### src/rtl/sgwn_pkg.sv
package sgwn_pkg;

    localparam int CFG_W     = 32;
    localparam int IO_ADDR_W = 8;
    localparam int IO_DATA_W = 8;

    localparam int ADDR_LSB  = 0;
    localparam int MODE_BIT  = 8;
    localparam int RD_BIT    = 9;
    localparam int DIS_BIT   = 10;
    localparam int DATA_LSB  = 16;

    typedef struct packed {
        logic                 link_mode;
        logic                 rd;
        logic                 dis;
        logic [IO_ADDR_W-1:0] addr;
        logic [IO_DATA_W-1:0] data;
    } cfg_t;

    typedef struct packed {
        logic                 rd;
        logic [IO_ADDR_W-1:0] addr;
        logic [IO_DATA_W-1:0] data;
    } io_txn_t;

    typedef enum logic [1:0] {
        ST_IDLE = 2'd0,
        ST_IO   = 2'd1,
        ST_IPM  = 2'd2,
        ST_SG   = 2'd3
    } seq_st_e;

    function automatic cfg_t decode_cfg(input logic [CFG_W-1:0] raw);
        cfg_t c;
        c.link_mode = raw[MODE_BIT];
        c.rd        = raw[RD_BIT];
        c.dis       = raw[DIS_BIT];
        c.addr      = raw[ADDR_LSB +: IO_ADDR_W];
        c.data      = raw[DATA_LSB +: IO_DATA_W];
        return c;
    endfunction

    function automatic io_txn_t make_txn(input cfg_t c);
        io_txn_t t;
        t.rd   = c.rd;
        t.addr = c.addr;
        t.data = c.rd ? '0 : c.data;
        return t;
    endfunction

endpackage

### src/rtl/sgwn_cfg_reg.sv
module sgwn_cfg_reg
    import sgwn_pkg::*;
#(
    parameter logic [CFG_W-1:0] RESET_VAL = 32'h0000_0400
) (
    input  logic             clk,
    input  logic             rst,
    input  logic             wr_en,
    input  logic [CFG_W-1:0] wr_data,
    output cfg_t             cfg_o
);
    logic [CFG_W-1:0] raw_q;

    always_ff @(posedge clk) begin
        if (rst)        raw_q <= RESET_VAL;
        else if (wr_en) raw_q <= wr_data;
    end

    assign cfg_o = decode_cfg(raw_q);
endmodule

### src/rtl/sgwn_trigger.sv
module sgwn_trigger
    import sgwn_pkg::*;
(
    input  logic clk,
    input  logic rst,
    input  cfg_t cfg,
    input  logic idle,
    input  logic stpclk,
    input  logic intr,
    input  logic io_retire,
    input  logic sg_entry,
    output logic io_hit,
    output logic link_hit,
    output logic sg_evt
);
    logic armed_q;

    assign sg_evt   = sg_entry && stpclk;
    assign io_hit   = idle && armed_q && !cfg.link_mode && !cfg.dis
                      && stpclk && intr && io_retire;
    assign link_hit = idle && armed_q && cfg.link_mode && intr && sg_evt;

    always_ff @(posedge clk) begin
        if (rst)                     armed_q <= 1'b1;
        else if (!stpclk)            armed_q <= 1'b1;
        else if (io_hit || link_hit) armed_q <= 1'b0;
    end
endmodule

### src/rtl/sgwn_seq.sv
module sgwn_seq
    import sgwn_pkg::*;
(
    input  logic    clk,
    input  logic    rst,
    input  cfg_t    cfg,
    input  logic    io_hit,
    input  logic    link_hit,
    input  logic    sg_evt,
    input  logic    io_ack,
    input  logic    ipm_ack,
    input  logic    sg_ack,
    output logic    idle,
    output logic    io_req,
    output logic    ipm_req,
    output logic    sg_req,
    output io_txn_t txn
);
    seq_st_e st_q;
    logic    sg_owed_q;
    io_txn_t txn_q;

    always_ff @(posedge clk) begin
        if (rst) begin
            st_q      <= ST_IDLE;
            sg_owed_q <= 1'b0;
            txn_q     <= '0;
        end else begin
            unique case (st_q)
                ST_IDLE: begin
                    if (io_hit) begin
                        st_q      <= ST_IO;
                        txn_q     <= make_txn(cfg);
                        sg_owed_q <= sg_evt;
                    end else if (sg_evt) begin
                        st_q <= link_hit ? ST_IPM : ST_SG;
                    end
                end
                ST_IO: begin
                    if (io_ack) begin
                        st_q      <= (sg_owed_q || sg_evt) ? ST_SG : ST_IDLE;
                        sg_owed_q <= 1'b0;
                    end else if (sg_evt) begin
                        sg_owed_q <= 1'b1;
                    end
                end
                ST_IPM: if (ipm_ack) st_q <= ST_SG;
                ST_SG:  if (sg_ack)  st_q <= ST_IDLE;
                default: st_q <= ST_IDLE;
            endcase
        end
    end

    assign idle    = (st_q == ST_IDLE);
    assign io_req  = (st_q == ST_IO);
    assign ipm_req = (st_q == ST_IPM);
    assign sg_req  = (st_q == ST_SG);
    assign txn     = txn_q;
endmodule

### src/rtl/sg_wake_notifier.sv
module sg_wake_notifier
    import sgwn_pkg::*;
#(
    parameter logic [CFG_W-1:0] CFG_RESET = 32'h0000_0400
) (
    input  logic                 clk,
    input  logic                 rst,
    input  logic                 cfg_we,
    input  logic [CFG_W-1:0]     cfg_wdata,
    input  logic                 stpclk_req,
    input  logic                 intr_pending,
    input  logic                 io_retire,
    input  logic                 sg_entry,
    output logic                 io_req,
    output logic                 io_is_rd,
    output logic [IO_ADDR_W-1:0] io_addr,
    output logic [IO_DATA_W-1:0] io_wdata,
    input  logic                 io_ack,
    output logic                 ipend_msg_req,
    input  logic                 ipend_msg_ack,
    output logic                 sg_msg_req,
    input  logic                 sg_msg_ack
);
    cfg_t    cfg;
    io_txn_t txn;
    logic    idle, io_hit, link_hit, sg_evt;

    sgwn_cfg_reg #(.RESET_VAL(CFG_RESET)) u_cfg (
        .clk(clk), .rst(rst), .wr_en(cfg_we), .wr_data(cfg_wdata), .cfg_o(cfg)
    );

    sgwn_trigger u_trig (
        .clk(clk), .rst(rst), .cfg(cfg), .idle(idle),
        .stpclk(stpclk_req), .intr(intr_pending),
        .io_retire(io_retire), .sg_entry(sg_entry),
        .io_hit(io_hit), .link_hit(link_hit), .sg_evt(sg_evt)
    );

    sgwn_seq u_seq (
        .clk(clk), .rst(rst), .cfg(cfg),
        .io_hit(io_hit), .link_hit(link_hit), .sg_evt(sg_evt),
        .io_ack(io_ack), .ipm_ack(ipend_msg_ack), .sg_ack(sg_msg_ack),
        .idle(idle), .io_req(io_req), .ipm_req(ipend_msg_req),
        .sg_req(sg_msg_req), .txn(txn)
    );

    assign io_is_rd = txn.rd;
    assign io_addr  = txn.addr;
    assign io_wdata = txn.data;
endmodule

### config.mk
export PLATFORM = sky130hd
export DESIGN_NAME = sg_wake_notifier
export DESIGN_NICKNAME = d
export VERILOG_FILES = /design/src/rtl/sgwn_pkg.sv /design/src/rtl/sgwn_cfg_reg.sv /design/src/rtl/sgwn_trigger.sv /design/src/rtl/sgwn_seq.sv /design/src/rtl/sg_wake_notifier.sv
export SDC_FILE = /design/constraint.sdc
export NUM_CORES = 1
export LEC_CHECK = 0
export ABC_AREA = 1
export BUFFER_PORTS_ARGS = -buffer_cell sky130_fd_sc_hd__buf_2
export CAP_MARGIN = 20
export CORE_MARGIN = 4
export CORE_UTILIZATION = 46
export DETAILED_ROUTE_END_ITERATION = 8
export HOLD_SLACK_MARGIN = 0.15
export PLACE_DENSITY = 0.75
export RECOVER_POWER = 50
export SYNTH_ARGS = -nofsm -noshare
export SYNTH_HDL_FRONTEND = slang
export SYNTH_HIERARCHICAL = 1
export SYNTH_SLANG_ARGS = --single-unit
### constraint.sdc
create_clock -name clk -period 2 [get_ports clk]
set_input_delay 0.1 -clock clk [delete_from_list [all_inputs] [get_ports clk]]
set_output_delay 0.1 -clock clk [all_outputs]
set_load 0.005 [all_outputs]
After elaboration in Yosys (flattened, before gate mapping)
Cells that the tools add are included.
{ "classes": {"n_eq_ne": 9, "muxes": 13, "bitwise": 1, "n_reduce_logical": 20} }
{ "op_table": {"columns": ["operator", "n"], "rows": [
  ["2-to-1 mux 2 bit", 6],
  ["logical AND 1 bit", 10],
  ["2-to-1 mux 8 bit", 1],
  ["one-hot mux 2 bit (4 select lines)", 1],
  ["!= test 2 x 1 -> 1 bit, second input constant", 3],
  ["== test 2 bit, second input constant", 2],
  ["2-to-1 mux 1 bit", 4],
  ["AND reduction 4 bit", 1],
  ["!= test 3 x 1 -> 1 bit, second input constant", 1],
  ["!= test 3 x 2 -> 1 bit, second input constant", 1],
  ["AND reduction 3 bit", 1],
  ["== test 2 x 1 -> 1 bit, second input constant", 1],
  ["zero test 1 bit", 2],
  ["zero test 2 bit", 1],
  ["logical OR 1 bit", 2],
  ["!= test 2 bit, second input constant", 1],
  ["one-hot mux 1 bit (2 select lines)", 1],
  ["AND reduction 2 bit", 1],
  ["nonzero test 2 bit", 1],
  ["OR reduction 2 bit", 1],
  ["NOT 1 bit", 1]
]} }
{ "totals": {"reg_bits": 45, "in_bits": 42, "out_inout_bits": 20, "wordCells": 50} }

Depth between registers and ports, before layout
{ "logic_depth": {"word_depth": 9, "mapped_depth": 11, "ltp_nobuf": 11} }

Cells and area by module
The synthesis kept the hierarchy.
{ "by_module_without_submodules": {"columns": ["module", "n_inst", "cells_per_inst", "area_per_inst_um2", "seq_area_each_um2"], "rows": [
  ["sgwn_seq", 1, 107, 850.8, 400.4],
  ["sgwn_cfg_reg", 1, 119, 780.7, 380.4],
  ["sgwn_trigger", 1, 20, 92.6, 20.0]
]} }

Worst setup path before layout
Ideal clock, no wire load.
{ "synth_timing": {"path_type": "flip-flop to flip-flop", "startpoint": "register u_seq.st_q[0]", "endpoint": "register u_seq.st_q[1]", "setup_time_ns": 0.115, "arrival_ns": 1.396, "required_ns": 1.885, "slack_ns": 0.489, "path_stages_with_launch": 10, "n_path_buf": 0, "period_less_slack_ns": 1.511, "cell_sequence": "dfxtp_1 -> nor2_4 -> nand2_1 -> nor2_1 -> nand2_1 -> inv_1 -> inv_1 -> nand3_1 -> nand4_1 -> o21a_1"} }
{ "synth_between": {"elab_chain_len": 9, "word_cells_on_any_way": 17, "cone_classes": "7 x eq/ne; 2 x mux; 8 x reduce/logical"} }
{ "synth_lines": {"columns": ["item", "line", "source"], "rows": [
  ["start, declared", "sgwn_seq.sv:19", "seq_st_e st_q;"],
  ["start signal, assigned", "sgwn_seq.sv:36", "st_q <= link_hit ? ST_IPM : ST_SG;"],
  ["start signal, assigned", "sgwn_seq.sv:41", "st_q <= (sg_owed_q || sg_evt) ? ST_SG : ST_IDLE;"],
  ["zero test 2 bit *", "sgwn_seq.sv:54", "assign idle = (st_q == ST_IDLE);"],
  ["net idle", "sg_wake_notifier.sv:26", "logic idle, io_hit, link_hit, sg_evt;"],
  ["logical AND 1 bit * (3 in a row)", "sgwn_trigger.sv:19", "assign io_hit = idle && armed_q && !cfg.link_mode && !cfg.dis"],
  ["logical AND 1 bit * (3 in a row)", "sgwn_trigger.sv:20", "&& stpclk && intr && io_retire;"],
  ["net io_hit", "sg_wake_notifier.sv:26", null],
  ["!= test 3 x 2 -> 1 bit (no line) or 2-to-1 mux 2 bit (tied branches)", null, null],
  ["AND reduction 4 bit (no line) or one-hot mux 2 bit (4 select lines) (tied branches)", null, null]
]} }
Mark *: on every way through the listed nets, which the timed path passes. The rest lies on a longest branch.
A chain may end at the register's enable or synchronous reset.

Final worst setup path
{ "layout_timing": {"startpoint": "register u_seq.st_q[1]", "endpoint": "register u_seq.st_q[1]"} }
Same word-level chain as after synthesis.

==> flow_metrics.env <==
export IMPL_nets=356
export IMPL_yosys_warnings=6
export IMPL_antenna_found_initial=0
export IMPL_fin_hold_ws_ns=0.183
export IMPL_track_usage_pct=16.6
export IMPL_root_buffer="clkbuf_8"
export IMPL_relSlewSlack_pct=57.9
export IMPL_dp_hpwl_um=2360
export IMPL_critPathRequiredTime_ns=2.18
export IMPL_io_pins=62
export IMPL_drc=0
export IMPL_status="finished clean"
export IMPL_clock_sinks=40
export IMPL_powerDensity_nw_per_um2=815
export IMPL_p_leak_nw=1.19
export IMPL_layout_drive_gt1_share_pct=18.8
export IMPL_critPathMaxStageDelay_ns=0.40
export IMPL_maxSlewViolCount=0
export IMPL_crit_fanout=6
export IMPL_grt_pass1_wl_um=6670
export IMPL_synth_area_um2=1720
export IMPL_multiInputGateArea_um2=731
export IMPL_fill_cells=340
export IMPL_max_freq_mhz=601
export IMPL_synthesis_nets=288
export IMPL_register_area_um2=801
export IMPL_first_global_vias=1580
export IMPL_grt_max_degree=39
export IMPL_cts_resized=0
export IMPL_yosys_most_used_dff="dfxtp_1"
export IMPL_max_cap_violations=0
export IMPL_finalHoldViolCount=0
export IMPL_power_w=0.00182
export IMPL_vias=1599
export IMPL_dieArea_um2=4790
export IMPL_critical_path_slowest_cell="dfxtp_1"
export IMPL_cp_start_kind="register"
export IMPL_ys_types=23
export IMPL_gp_congestion=0.740
export IMPL_avgSynthCellArea_um2=7.01
export IMPL_h_tree_depth=2
export IMPL_tightest_slew_ns=0.632
export IMPL_cts_tree="built"
export IMPL_die_h_um=69.2
export IMPL_rsz0062_at_grt="no"
export IMPL_synth_edf_count=0
export IMPL_critPathKind="register to register"
export IMPL_wl_um=3650
export IMPL_antennaDiodeCount=0
export IMPL_fin_worst_skew_ns=0.00778
export IMPL_path_cells="nor2_4 > nand2_1 > nor2_1 > nand2_1 > inv_1 > inv_1 > nand3_1 > nand4_1 > o21a_1"
export IMPL_drtPass1Iterations=4
export IMPL_die_x_um=69.2
export IMPL_post_cts_buffers=0
export IMPL_port_buffers=48
export IMPL_syn_inst=246
export IMPL_rows=21
export IMPL_ys_seq_area_share_pct=46.4
export IMPL_ir_worst_vdd_mv=0.647
export IMPL_holdBufCountCts=20
export IMPL_setup_viol=0
export IMPL_timing_setup_tns_ns=0
export IMPL_grt_overflow_total=0
export IMPL_core_area_um2=3470
export IMPL_hp_class="input port to register"
export IMPL_ant_nets=0
export IMPL_synthArstFlopShare_pct=0
export IMPL_worst_setup_path_end_kind="register"
export IMPL_stdcell_area_um2=2240
export IMPL_vias_per_cell=4.44
export IMPL_clockBufferDepth=2
export IMPL_period_share_pct=83.2
export IMPL_drt_iter0_drc=75
export IMPL_start_util_pct=49.7
export IMPL_min_period_ns=1.66
export IMPL_dp_slack_ns=0.350
export IMPL_fin_ws_ns=0.337
export IMPL_syn_to_final_growth_pct=29.8
export IMPL_ys_seq_elements=40
export IMPL_routedWlPerCell_um=10.1
export IMPL_clk_latency_ns=0.29
export IMPL_cts_buffers=5
export IMPL_place_area_um2=1960
export IMPL_cp_arrival_ns=1.84
export IMPL_clkTransAtPathRegs_ns=0.07
-- power breakdown --
| part | leakage, nW | switching [W] | total (W) | internal, W |
|---|---|---|---|---|
| Sequential | 0.328 | 0.0000583 | 0.000909 | 0.000851 |
| Combinational | 0.819 | 0.000243 | 0.000425 | 0.000182 |
| Clock | 0.0410 | 0.000251 | 0.000488 | 0.000237 |
-- sequential cells by signal (all words and copies together), names as in the netlist --
name             count
u_cfg/raw_q         19
u_seq/sg_owed_q      1
u_seq/st_q           2
u_seq/txn           17
u_trig/armed_q       1
-- kinds of logic (layout without fill, tap and decap cells) --
logic type	after synthesis	count (layout)	synth area share, %
and+or+nand+nor	142	142	35.1
AOI/OAI and AO/OA	21	21	7.33
buffers and inverters	43	111	11.2
DFF	40	40	46.4
-- layer usage --
layer	routed length, µm	share of wire (%)	GRT usage, %	vias to the layer above
met5	0	0	0	-
li1	-	-	-	872
met3	208	5.7	5.94	2
met4	25	0.69	3.90	0
met2	1820	50	29.1	39
met1	1600	44	19.2	686
-- cell type report --
cell class,count,area share (%)
clock inverter,1,0.224
sequential,40,35.8
multi-input combinational,163,32.7
clock buffer,6,3.24
tap,46,2.57
timing repair buffer,68,19.5
inverter,36,6.04
-- worst max-delay path, delay by kind of cell, from the launching register on --
family / cells / cell delay [ns]
DFF: 1 / 0.40
and+or+nand+nor: 6 / 0.73
AOI/OAI and AO/OA: 1 / 0.18
buffers and inverters: 2 / 0.27
-- Yosys cell counts (3+ instances only) --
master,count,area [µm²]
buf_6,3,33.8
o21ai_1,7,35.0
a22oi_1,6,45.0
a21oi_1,3,15.0
dfxtp_1,40,801
nand2_1,62,233
nand3_1,4,20.0
inv_2,3,11.3
inv_1,33,124
nor2_1,68,255
-- path summary, 6_finish.rpt --
path                                                   start                          to  slack [ns]  depth (start not counted)
worst max register to register    u_seq/st_q[1]$_SDFFE_PP0P_  u_seq/st_q[1]$_SDFFE_PP0P_        0.34                          9
worst min register to register  u_cfg/raw_q[23]$_SDFFE_PP0P_   u_seq/txn[7]$_SDFFE_PP0P_        0.46                          2
worst min-delay path                                     rst   u_seq/txn[1]$_SDFFE_PP0P_        0.18                          2
worst max-delay path              u_seq/st_q[1]$_SDFFE_PP0P_  u_seq/st_q[1]$_SDFFE_PP0P_        0.34                          9
-- per-stage QoR --
step / std cells / utilization, %
3_5_place_dp: 333 / 56.6
6_report: 360 / 64.5
5_1_grt: 360 / 64.5
4_1_cts: 360 / 64.6
3_3_place_gp: 333 / 56.6
2_1_floorplan: 246 / -
-- cell usage in the layout (no fill, tap or decap) --
cell type,netlist,routed
nor2_1,68,68
nand2_1,62,62
buf_2,1,44
dfxtp_1,40,40
inv_1,33,33
dlygate4sd3_1,0,20
o21ai_1,7,7
a22oi_1,6,6
clkbuf_8,0,5
clkbuf_1,1,5
nand3_1,4,4
inv_2,3,3
a21oi_1,3,3
nor2_4,2,2
o21ai_0,2,2
nor3_2,2,2
clkinv_2,0,1
nand2_8,1,1
nor2_8,1,1
nand3b_1,1,1
nand4_1,1,1
o21a_1,1,1
o21bai_1,1,1
a31oi_1,1,1
Power figures use the tool's default switching activity.
